**src/rtl/wdt_pkg.sv**
```systemverilog
package wdt_pkg;
  localparam int ADDR_W = 2;

  typedef enum logic [ADDR_W-1:0] {
    REG_CTRL = 2'd0,
    REG_TC   = 2'd1,
    REG_FEED = 2'd2,
    REG_CNT  = 2'd3
  } wdt_reg_e;

  typedef enum logic {
    FS_IDLE = 1'b0,
    FS_KEY1 = 1'b1
  } feed_state_e;

  localparam logic [7:0] FEED_KEY1 = 8'hAA;
  localparam logic [7:0] FEED_KEY2 = 8'h55;

  localparam int CB_EN     = 0;
  localparam int CB_MODE   = 1;
  localparam int CB_FLAG   = 2;
  localparam int CB_ACTIVE = 3;
endpackage

```
**src/rtl/wdt_prescale.sv**
```systemverilog
module wdt_prescale #(
  parameter int DIV = 4
) (
  input  logic clk,
  input  logic rst,
  input  logic clr,
  input  logic hold,
  output logic tick
);
  generate
    if (DIV <= 1) begin : g_nodiv
      assign tick = !hold;
    end else begin : g_div
      localparam int PW = $clog2(DIV);
      localparam logic [PW-1:0] LAST = PW'(DIV - 1);
      logic [PW-1:0] pre_q;

      always_ff @(posedge clk) begin
        if (rst || clr) begin
          pre_q <= '0;
        end else if (!hold) begin
          pre_q <= (pre_q == LAST) ? '0 : pre_q + 1'b1;
        end
      end

      assign tick = !hold && (pre_q == LAST);
    end
  endgenerate
endmodule

```
**src/rtl/wdt_feed_chk.sv**
```systemverilog
module wdt_feed_chk
  import wdt_pkg::*;
(
  input  logic       clk,
  input  logic       rst,
  input  logic       acc,
  input  logic       wr,
  input  logic       is_feed,
  input  logic [7:0] wdata,
  output logic       feed_ok,
  output logic       feed_bad
);
  feed_state_e st_q, st_d;

  always_comb begin
    st_d     = st_q;
    feed_ok  = 1'b0;
    feed_bad = 1'b0;
    if (acc) begin
      unique case (st_q)
        FS_IDLE: begin
          if (wr && is_feed) begin
            if (wdata == FEED_KEY1) st_d = FS_KEY1;
            else                    feed_bad = 1'b1;
          end
        end
        FS_KEY1: begin
          st_d = FS_IDLE;
          if (wr && is_feed && wdata == FEED_KEY2) feed_ok = 1'b1;
          else                                     feed_bad = 1'b1;
        end
        default: st_d = FS_IDLE;
      endcase
    end
  end

  always_ff @(posedge clk) begin
    if (rst) st_q <= FS_IDLE;
    else     st_q <= st_d;
  end
endmodule

```
**src/rtl/wdt_down_cnt.sv**
```systemverilog
module wdt_down_cnt #(
  parameter int          W       = 32,
  parameter logic [W-1:0] RST_VAL = '0
) (
  input  logic         clk,
  input  logic         rst,
  input  logic         load,
  input  logic [W-1:0] load_val,
  input  logic         dec,
  output logic [W-1:0] cnt,
  output logic         last
);
  logic [W-1:0] cnt_q;

  always_ff @(posedge clk) begin
    if (rst) begin
      cnt_q <= RST_VAL;
    end else if (load) begin
      cnt_q <= load_val;
    end else if (dec && cnt_q != '0) begin
      cnt_q <= cnt_q - 1'b1;
    end
  end

  assign cnt  = cnt_q;
  assign last = (cnt_q <= W'(1));
endmodule

```
**src/rtl/wdt_guard.sv**
```systemverilog
module wdt_guard
  import wdt_pkg::*;
#(
  parameter int CNT_W    = 32,
  parameter int PRESCALE = 4,
  parameter int MIN_TMO  = 256
) (
  input  logic              clk,
  input  logic              por,
  input  logic              rst,
  input  logic              bus_sel,
  input  logic              bus_wr,
  input  logic [ADDR_W-1:0] bus_addr,
  input  logic [CNT_W-1:0]  bus_wdata,
  output logic [CNT_W-1:0]  bus_rdata,
  input  logic              dbg_stall,
  output logic              rst_req,
  output logic              irq
);
  localparam logic [CNT_W-1:0] TC_FLOOR = CNT_W'(MIN_TMO);

  logic any_rst;
  logic wr_ctrl, wr_tc, rd_acc;
  logic en_q, mode_q, armed_q, flag_q, irq_q, rreq_q;
  logic [CNT_W-1:0] tc_q, cnt, rdata_q;
  logic tick, last, feed_ok, feed_bad, expire, fault;

  assign any_rst = por || rst;
  assign wr_ctrl = bus_sel && bus_wr && (bus_addr == REG_CTRL);
  assign wr_tc   = bus_sel && bus_wr && (bus_addr == REG_TC);
  assign rd_acc  = bus_sel && !bus_wr;

  wdt_feed_chk u_feed (
    .clk     (clk),
    .rst     (any_rst),
    .acc     (bus_sel),
    .wr      (bus_wr),
    .is_feed (bus_addr == REG_FEED),
    .wdata   (bus_wdata[7:0]),
    .feed_ok (feed_ok),
    .feed_bad(feed_bad)
  );

  wdt_prescale #(.DIV(PRESCALE)) u_pre (
    .clk (clk),
    .rst (any_rst),
    .clr (feed_ok),
    .hold(dbg_stall || !armed_q),
    .tick(tick)
  );

  wdt_down_cnt #(.W(CNT_W), .RST_VAL(TC_FLOOR)) u_cnt (
    .clk     (clk),
    .rst     (any_rst),
    .load    (feed_ok),
    .load_val(tc_q),
    .dec     (armed_q && tick),
    .cnt     (cnt),
    .last    (last)
  );

  assign expire = armed_q && tick && last && !feed_ok;
  assign fault  = en_q && (feed_bad || expire);

  always_ff @(posedge clk) begin
    if (any_rst) begin
      en_q    <= 1'b0;
      mode_q  <= 1'b0;
      armed_q <= 1'b0;
      irq_q   <= 1'b0;
      rreq_q  <= 1'b0;
      tc_q    <= TC_FLOOR;
    end else begin
      if (fault)                             en_q <= 1'b0;
      else if (wr_ctrl && bus_wdata[CB_EN])  en_q <= 1'b1;

      if (wr_ctrl && !en_q) mode_q <= bus_wdata[CB_MODE];

      if (fault)                 armed_q <= 1'b0;
      else if (feed_ok && en_q)  armed_q <= 1'b1;

      if (fault && !mode_q)                     irq_q <= 1'b1;
      else if (wr_ctrl && !bus_wdata[CB_FLAG])  irq_q <= 1'b0;

      if (fault && mode_q) rreq_q <= 1'b1;

      if (wr_tc) tc_q <= (bus_wdata < TC_FLOOR) ? TC_FLOOR : bus_wdata;
    end
  end

  always_ff @(posedge clk) begin
    if (por)                                  flag_q <= 1'b0;
    else if (fault)                           flag_q <= 1'b1;
    else if (wr_ctrl && !bus_wdata[CB_FLAG])  flag_q <= 1'b0;
  end

  always_ff @(posedge clk) begin
    if (any_rst) begin
      rdata_q <= '0;
    end else if (rd_acc) begin
      unique case (bus_addr)
        REG_CTRL: rdata_q <= CNT_W'({armed_q, flag_q, mode_q, en_q});
        REG_TC:   rdata_q <= tc_q;
        REG_CNT:  rdata_q <= cnt;
        default:  rdata_q <= '0;
      endcase
    end
  end

  assign bus_rdata = rdata_q;
  assign rst_req   = rreq_q;
  assign irq       = irq_q;
endmodule

```
**config.mk**
```make
export PLATFORM = sky130hd
export DESIGN_NAME = wdt_guard
export DESIGN_NICKNAME = d
export VERILOG_FILES = /design/src/rtl/wdt_pkg.sv /design/src/rtl/wdt_prescale.sv /design/src/rtl/wdt_feed_chk.sv /design/src/rtl/wdt_down_cnt.sv /design/src/rtl/wdt_guard.sv
export SDC_FILE = /design/constraint.sdc
export NUM_CORES = 1
export LEC_CHECK = 0
export ABC_AREA = 1
export BUFFER_PORTS_ARGS = -buffer_cell sky130_fd_sc_hd__clkbuf_2
export CAP_MARGIN = 10
export CORE_ASPECT_RATIO = 1.4
export CORE_MARGIN = 8
export CORE_UTILIZATION = 40
export DETAILED_ROUTE_END_ITERATION = 12
export RECOVER_POWER = 25
export SETUP_SLACK_MARGIN = 0.4
export SLEW_MARGIN = 10
export SYNTH_ARGS = -nofsm -noshare
export SYNTH_HDL_FRONTEND = slang
export SYNTH_SLANG_ARGS = --single-unit
```
**constraint.sdc**
```tcl
create_clock -name clk -period 1.86 [get_ports clk]
set_input_delay 0.372 -clock clk [delete_from_list [all_inputs] [get_ports clk]]
set_output_delay 0.372 -clock clk [all_outputs]
set_load 0.02 [all_outputs]
```
### After elaboration in Yosys (flattened, before gate mapping)

Index checks and enable logic that the tools add are counted.

* memories: 0
* RAM bits: 0
* ROM bits: 0
* bits in registers: 105
* latch bits: 0
* input port bits: 40
* output and inout port bits: 34
* word-level logic and storage cells: 76

* reductions and logical operators: 35
* order comparisons: 2
* add/subtract/negate cells: 2
* bitwise gates (word level): 1
* eq/ne operators: 6
* shift operators: 0
* divide/modulo/power cells: 0
* multiply operators: 0
* muxes and demuxes: 19

Operator list (number)
* 32-bit two-way mux: 3
* 32-bit one-hot mux with 3 select lines: 1
* 32-bit by 1-bit less-or-equal comparator with 1-bit output, second input constant: 1
* 32-bit by 9-bit less-than comparator with 1-bit output, second input constant: 1
* 32-bit nonzero test: 1
* 32-bit by 1-bit subtractor with 32-bit output, second input constant: 1
* 1-bit logical AND: 18
* 1-bit two-way mux: 12
* 8-bit by 7-bit equality test with 1-bit output, second input constant: 1
* 8-bit equality test, second input constant: 1
* 1-bit zero test: 7
* 2-bit equality test, second input constant: 3
* 2-bit nonzero test: 3
* 1-bit logical OR: 4
* 1-bit one-hot mux with 2 select lines: 2
* 2-bit by 1-bit adder with 2-bit output, second input constant: 1
* 2-bit by 1-bit equality test with 1-bit output, second input constant: 1
* 2-bit zero test: 1
* 2-bit two-way mux: 1
* 2-bit OR reduction: 1
* 1-bit NOT: 1

### Longest topological paths before layout

Gate-level depths: netlist of the first run.

* depth in word-level cells: 12
* gate-level depth with buffers: 12
* depth with buffers taken out: 12

### Modules after synthesis

A second synthesis of the first run with hierarchy kept.

* cells, all modules: 943
* area, all modules: 5911.9 um^2

By module, submodules not included
* wdt_guard: area each 3109.2 um^2, sequential area each 1401.3 um^2, cells an instance 434, instances 1
* wdt_down_cnt: area each 2509.9 um^2, sequential area each 640.6 um^2, cells an instance 458, instances 1
* wdt_feed_chk: area each 171.4 um^2, sequential area each 20.0 um^2, cells an instance 34, instances 1
* wdt_prescale: area each 121.4 um^2, sequential area each 40.0 um^2, cells an instance 17, instances 1

### Worst setup path before layout of the first run

Ideal clock, no wire load.

* kind: register -> register
* from: register u_cnt.cnt_q[0] (netlist: u_cnt.cnt[0])
* to: register u_cnt.cnt_q[4] (netlist: u_cnt.cnt[4])
* path buffers: 1
* arrival time: 1.686 ns
* library setup time: 0.116 ns
* period minus slack after synthesis: 1.801 ns
* data required time: 1.744 ns
* cell stages (with the launch flop): 11
* path slack: 0.059 ns
* cell sequence: dfxtp_1 -> inv_1 -> ha_1 -> nand2_2 -> nor2_8 -> nand2_4 -> o21ai_4 -> nand2_2 -> buf_2 -> o21ai_0 -> nor2_1

* word-level cells in the longest chain between the ends: 3
* elaborated cells on any way between the ends: 6
* those cells by class: add/sub: 1; mux: 2; reduce/logical: 3

Ends and longest elaborated chain
* start, declared: line wdt_down_cnt.sv:13 `logic [W-1:0] cnt_q;`
* start signal, assigned: line wdt_down_cnt.sv:19 `cnt_q <= load_val;`
* start signal, assigned: line wdt_down_cnt.sv:21 `cnt_q <= cnt_q - 1'b1;`
* 32-bit by 1-bit subtractor with 32-bit output / 32-bit nonzero test (equally long branches): line wdt_down_cnt.sv:21, wdt_down_cnt.sv:20
* 32-bit two-way mux / 1-bit logical AND (equally long branches): line wdt_down_cnt.sv:20 `end else if (dec && cnt_q != '0) begin`
* 32-bit two-way mux / 2-bit nonzero test (equally long branches)

Parallel ways exist; a longest one is shown, timed or not. The select of a mux whose other input is x is not followed.
A chain may end at the register's enable or synchronous reset.

### Worst setup path in the final report of the first run

* from: register u_cnt.cnt_q[0] (netlist: u_cnt.cnt[0])
* to: register u_cnt.cnt_q[3] (netlist: u_cnt.cnt[3])

The elaborated chain is that of the path after synthesis.

==> impl_metrics.ini, run 1 <==
[placement]
portBuffers = 73
dp_cells = 1203
placed_area_um2 = 6870
post-dp-hpwl_um = 14500
gp_congestion = 0.975
dp_slack_ns = 0.0462

[clocking]
htreeDepth = 3
clk_pin_slew_ns = 0.08
clk_latency_ns = 0.36
cts.path.max_buffers = 2
root_buffer = clkbuf_16
tritoncts = done
clock-sinks = 105
numCtsBuffers = 9

[synth]
seq_area_frac_synth = 0.363
postSynthAreaPerCell_um2 = 6.32
ys.warnings.count = 0
synth_top_area_frac = 0.363
yosys-top-cells-area = dfxtp_1 36%, nand2_1 15%, nor2_1 9.6%, inv_1 7.6%, o21ai_0 5.3%
synthDistinctLibCells = 35
ys_ff_latch = 105
yosysTopAreaCell = dfxtp_1
synth_nets = 958
synthCells = 915
synth_area_um2 = 5790

[die]
io_pins = 74
num_rows = 52
start_util = 0.404
dieArea_um2 = 18600
die_x_um = 118
die_h_um = 158
core-area_um2 = 14300

[sta]
relSlewSlack = 0.639
rsz0062_at_grt = true
min_period_ns = 1.65
setup_violations = 0
hold_ws_ns = 0.228
fin_setup_tns_ns = 0
max_freq_mhz = 605
tightest_slew_ns = 0.541
fin_skew_ns = 0.00878
layout_setup_ws_ns = 0.207
hold_violations = 0
post-route-period-util = 0.889
maxSlewViolCount = 0

[route]
vias_per_cell = 5.18
wl_um = 20500
firstDrtPassIters = 5
route.vias.total = 6485
route.detailed.drc = 0
detail-route-antenna-nets = 0
wl_per_cell_um = 16.4
drt-initial-drc-count = 472

[finish]
final_area_um2 = 7800
drive_gt1_frac = 0.287
most-common-layout-cells = 204 x nand2_1, 115 x inv_1, 107 x nor2_1, 90 x dfxtp_1, 80 x buf_4
layout.nets = 1101
fin_cells = 1252
area_growth_pct = 34.9
antenna_cells = 0
layout_commonest_cell = nand2_1

[setup_path]
slowest_stage = dfxtp_2
endpoint_kind = flop
cp_data_required_time_ns = 2.15
crit_chain = inv_4 > ha_4 > nand2_4 > nor2_8 > nand2_4 > o21ai_4 > nand2_4 > inv_6 > nand2_1 > a21oi_1
path_class = flop to flop
critPathLaunchType = flop
arrival_ns = 1.94
cp_max_fo = 8
slowest_delay_ns = 0.34
critPathMostFrequentCell = nand2_4

[pwr]
leakage_uw = 0.00372
switchingPower_uw = 1270
ir_drop_mv = 0.407
power.share.sequential = 0.497
power_density_nw_per_um2 = 590
p_int_uw = 3340
p_clk_frac = 0.431
p_sw_frac = 0.275
pwr-share-comb = 0.073

[global_route]
grt_pass1_vias = 6362
antenna_found_initial = 0
grt_max_degree = 67
track_usage = 0.215
overflow = 0
grt_pass1_wl_um = 32200

[run_status]
status = complete, no violations

[worst_hold_path]
hp-class = input pin to flop

[job]
max_cap_violations = 0
## sequential cells by signal, indices dropped and copies added (netlist names)
signal and flops:
bus_rdata 32, rst_req 1, u_cnt.cnt 32, mode_q 1, en_q 1, irq 1
armed_q 1, u_feed.st_q 1, flag_q 1, tc_q 32, u_pre.g_div.pre_q 2
## worst paths after layout
| kind | from | endpoint | slack (ns) | cells after the start |
|---|---|---|---|---|
| worst max-delay path | u_cnt.cnt[0]$_SDFFE_PP0P_ | u_cnt.cnt[3]$_SDFFE_PP0P_ | 0.21 | 10 |
| worst min-delay path | por | flag_q$_SDFFE_PP0P_ | 0.23 | 2 |
| worst max register to register | u_cnt.cnt[0]$_SDFFE_PP0P_ | u_cnt.cnt[3]$_SDFFE_PP0P_ | 0.21 | 10 |
| worst min register to register | irq$_SDFFE_PP0P_ | irq$_SDFFE_PP0P_ | 0.47 | 2 |
## cells by family after synthesis
logic type	after synthesis	share of synthesized area
adder cells (fa/ha/maj)	3	0.00649
flip-flops	105	0.363
buffers and inverters	160	0.109
XOR/XNOR	6	0.00908
AO/OA/AOI/OAI	163	0.168
AND/OR/NAND/NOR	478	0.345
## area by class of cell
type	instances	area (um2)
Timing Repair Buffer	168	1150
Tap cell	189	236
Clock inverter	7	82.6
Multi-Input combinational cell	652	3500
Timing Repair inverter	1	8.76
Sequential cell	105	2130
Fill cell	1440	6510
Inverter	121	474
Clock buffer	9	225
## routing by layer
metal	GRT usage	vias to the layer above	share of wire
met4	0.112	0	0.039
li1	-	3254	-
met5	0	-	0
met3	0.0330	53	0.055
met2	0.363	211	0.47
met1	0.263	2967	0.44
## synthesized netlist by cell type
master      n
nor3_1     11
clkbuf_1   29
o21ai_0    61
o21ai_4     1
nand3_2     1
nand4_1    20
o21a_1      2
a21oi_1    59
a21oi_2     5
nor4_1      2
buf_4       3
a211oi_1    2
nand2_1   229
nor2_1    148
nand2_4     1
inv_1     117
inv_2       3
buf_2       6
o221ai_1   26
nor2_4      1
ha_1        3
o22ai_1     1
buf_6       1
xor2_1      6
clkinv_2    1
o211a_1     1
dfxtp_1   105
nand3_1    53
o211ai_1    3
nand3b_1    1
nor2_8      1
nand2_2     8
o21bai_1    1
nor2_2      2
a31oi_1     1
## critical path: cells and delay by family (launching register included)
kind	cells	cell delay, ns
and+or+nand+nor	5	0.51
DFF	1	0.34
AOI/OAI and AO/OA	2	0.36
adders and majority gates	1	0.14
buffers and inverters	2	0.22
## power groups by stage
stage          Sequential [uW]  Combinational [uW]  Clock (uW)
4_1_cts                   2290                 336        2010
3_3_place_gp              2350                 333           0
5_1_grt                   2290                 367        2100
6_report                  2290                 334        1980
2_1_floorplan             2360                 171           0
3_5_place_dp              2350                 334           0
## per-stage QoR
| stage | total power (uW) | utilization |
|---|---|---|
| 2_1_floorplan | 2530 | - |
| 3_3_place_gp | 2680 | 0.480 |
| 3_5_place_dp | 2680 | 0.480 |
| 4_1_cts | 4630 | 0.536 |
| 5_1_grt | 4760 | 0.545 |
| 6_report | 4610 | 0.545 |
## what timing repair did
| item | CTS | global route |
|---|---|---|
| resized for setup | 94 | 30 |
| setup buffers | 24 | 6 |
| hold buffers | 0 | 0 |
| cloned | 2 | 1 |
| pin swaps | 42 | 10 |
| setup endpoints to repair | 39 | 37 |
(Power assumes the default switching activity.)
==> run 2, diff against run 1 <==
ABC_AREA = unset   (was 1)
==> impl_metrics.ini, run 2 <==
[global_route]
grt_pass1_wl_um = 24600
track_usage = 0.183
grt_max_degree = 48
grt_pass1_vias = 4915
overflow = 0
antenna_found_initial = 0

[finish]
regArea_um2 = 2110
layout_commonest_cell = dfxtp_1
most-common-layout-cells = 97 x dfxtp_1, 68 x buf_4, 60 x nor2_1, 56 x nand2_1, 54 x clkbuf_2
multi_input_area_um2 = 3230
drive_gt1_frac = 0.384
layout.nets = 753
antenna_cells = 0
area_growth_pct = 38.0
final_area_um2 = 6920
n_fill_cell = 1098
fin_cells = 864

[clocking]
root_buffer = clkbuf_16
clock-sinks = 105
cts.path.max_buffers = 2
htreeDepth = 3
numCtsBuffers = 9
hold_buffers = 0
clk_pin_slew_ns = 0.06
clk_latency_ns = 0.34
tritoncts = done

[run_status]
violations = setup timing
status = complete, but fails checks

[setup_path]
regToRegSetupSlack_ns = -0.04
cp_max_fo = 5
critPathMostFrequentCell = nor4b_4
rr_worst_depth = 8
slowest_delay_ns = 0.33
cp_data_required_time_ns = 2.09
slowest_stage = nor3b_4
endpoint_kind = flop
arrival_ns = 2.13
crit_chain = inv_2 > ha_4 > nor4b_4 > nand4_4 > nor3b_4 > nor4b_4 > xnor2_1 > a21oi_1
cp-endpoint = u_cnt.cnt[28]$_SDFFE_PP0P_
r2r_start = u_cnt.cnt[0]$_SDFFE_PP0P_
path_class = flop to flop
critPathLaunchType = flop
r2r_end = u_cnt.cnt[28]$_SDFFE_PP0P_
critical_path.startpoint = u_cnt.cnt[0]$_SDFFE_PP0P_

[die]
start_util = 0.407
num_rows = 48
die_h_um = 148
io_pins = 74
die_x_um = 111
core-area_um2 = 12300
dieArea_um2 = 16400

[synth]
synthAdderAreaFrac = 0.00749
yosys-top-cells-area = dfxtp_1 42%, mux2_2 6.3%, a22oi_1 5.5%, a21oi_1 5.4%, nor2_1 4.9%
synth_top_area_frac = 0.419
synth_common_cells = 105 x dfxtp_1, 66 x nor2_1, 58 x nand2_1, 54 x a21oi_1, 37 x a22oi_1
synth_top_family_by_area = simple AND/OR/NAND/NOR gates
synth_mux_area_frac = 0.0749
synth-main-ff-cell = dfxtp_1
yosysTopAreaCell = dfxtp_1
ys.warnings.count = 0
synthCells = 581
synth-edff-count = 0
postSynthAreaPerCell_um2 = 8.63
post-synth-top-count-cell = dfxtp_1
synth_xor_area_frac = 0.0437
synth_area_um2 = 5010
seq_area_frac_synth = 0.419
synth_nets = 624
ys_ff_latch = 105
async_reset_ff_frac = 0
synth_compound_area_frac = 0.179
synthDistinctLibCells = 57
synth-simple-area-share = 0.240

[route]
detail-route-antenna-nets = 0
vias_per_cell = 5.72
wl_um = 15900
drt-initial-drc-count = 228
firstDrtPassIters = 5
route.detailed.drc = 0
wl_per_cell_um = 18.4
route.vias.total = 4940

[sta]
layout_setup_ws_ns = -0.0401
rsz0062_at_grt = true
max_freq_mhz = 526
maxSlewViolCount = 0
setup_violations = 7
relSlewSlack = 0.562
hold_violations = 0
fin_skew_ns = 0.00610
tightest_slew_ns = 0.656
post-route-period-util = 1.02
min_period_ns = 1.90

[placement]
dp_cells = 831
post-dp-hpwl_um = 11000
dp_slack_ns = -0.180
portBuffers = 73
placed_area_um2 = 6100
gp_congestion = 0.853

[worst_hold_path]
hp-class = input pin to flop
min_path_cells = 2

[pwr]
ir_drop_mv = 0.399
p_total_uw = 4380
power_density_nw_per_um2 = 633
leakage_uw = 0.00257

[job]
max_cap_violations = 0
[run 2: logic make-up (layout without fill, tap and decap cells)]
family,Yosys count,after routing
multiplexers,34,34
adder cells (fa/ha/maj),3,3
XOR/XNOR,25,25
AND/OR/NAND/NOR,221,221
AO/OA/AOI/OAI,147,147
flip-flops,105,105
buffers and inverters,46,179
[run 2: worst max-delay path: cells and delay by family (launching register included)]
family | cells | cell delay (ns)
XOR/XNOR | 1 | 0.14
AND/OR/NAND/NOR | 4 | 1.05
flip-flops | 1 | 0.32
adder cells (fa/ha/maj) | 1 | 0.13
buffers and inverters | 1 | 0.07
AO/OA/AOI/OAI | 1 | 0.07
[run 2: cell type report]
class | instances | share of cell area
clock buffer | 12 | 0.0342
clock inverter | 3 | 0.00615
inverter | 5 | 0.00271
multi-input combinational | 430 | 0.467
sequential | 105 | 0.306
tap | 150 | 0.0271
timing repair buffer | 159 | 0.158
[run 2: power by group]
part	internal [uW]	total (uW)	switching, uW
Combinational	94.9	272	177
Clock	1040	1850	810
Sequential	2250	2260	6.78
Total	3390	4380	994
[run 2: how the worst min path moves through the flow]
stage	from	to	slack, ns
4_1_cts	por	flag_q$_SDFFE_PP0P_	0.20
6_report	por	flag_q$_SDFFE_PP0P_	0.20
2_1_floorplan	tc_q[1]$_SDFFE_PP0P_	u_cnt.cnt[1]$_SDFFE_PP0P_	0.44
3_3_place_gp	tc_q[9]$_SDFFE_PP0P_	tc_q[9]$_SDFFE_PP0P_	0.45
3_5_place_dp	tc_q[11]$_SDFFE_PP0P_	tc_q[11]$_SDFFE_PP0P_	0.47
5_1_grt	por	flag_q$_SDFFE_PP0P_	0.21
[run 2: routing by layer]
metal | wire (um) | global-route usage | vias up
met4 | 363 | 0.0664 | 0
met2 | 8630 | 0.348 | 149
met1 | 6280 | 0.197 | 2405
met5 | 0 | 0 | -
met3 | 650 | 0.0282 | 32
li1 | - | - | 2354
[run 2: timing repair]
action | in CTS | in global routing
resized for setup | 39 | 47
cloned | 1 | 3
pin swaps | 12 | 26
endpoints found under the setup margin | 45 | 47
buffers inserted | 6 | 8
[run 2: stage by stage]
step | util | hold slack [ns] | setup TNS [ns]
final | 0.562 | 0.204 | -0.149
after global routing | 0.562 | 0.214 | -2.18
after CTS | 0.537 | 0.204 | -0.00627
after detailed placement | 0.495 | 0.465 | -0.879
after global placement | 0.495 | 0.455 | -0.797
after floorplan | - | 0.442 | 0
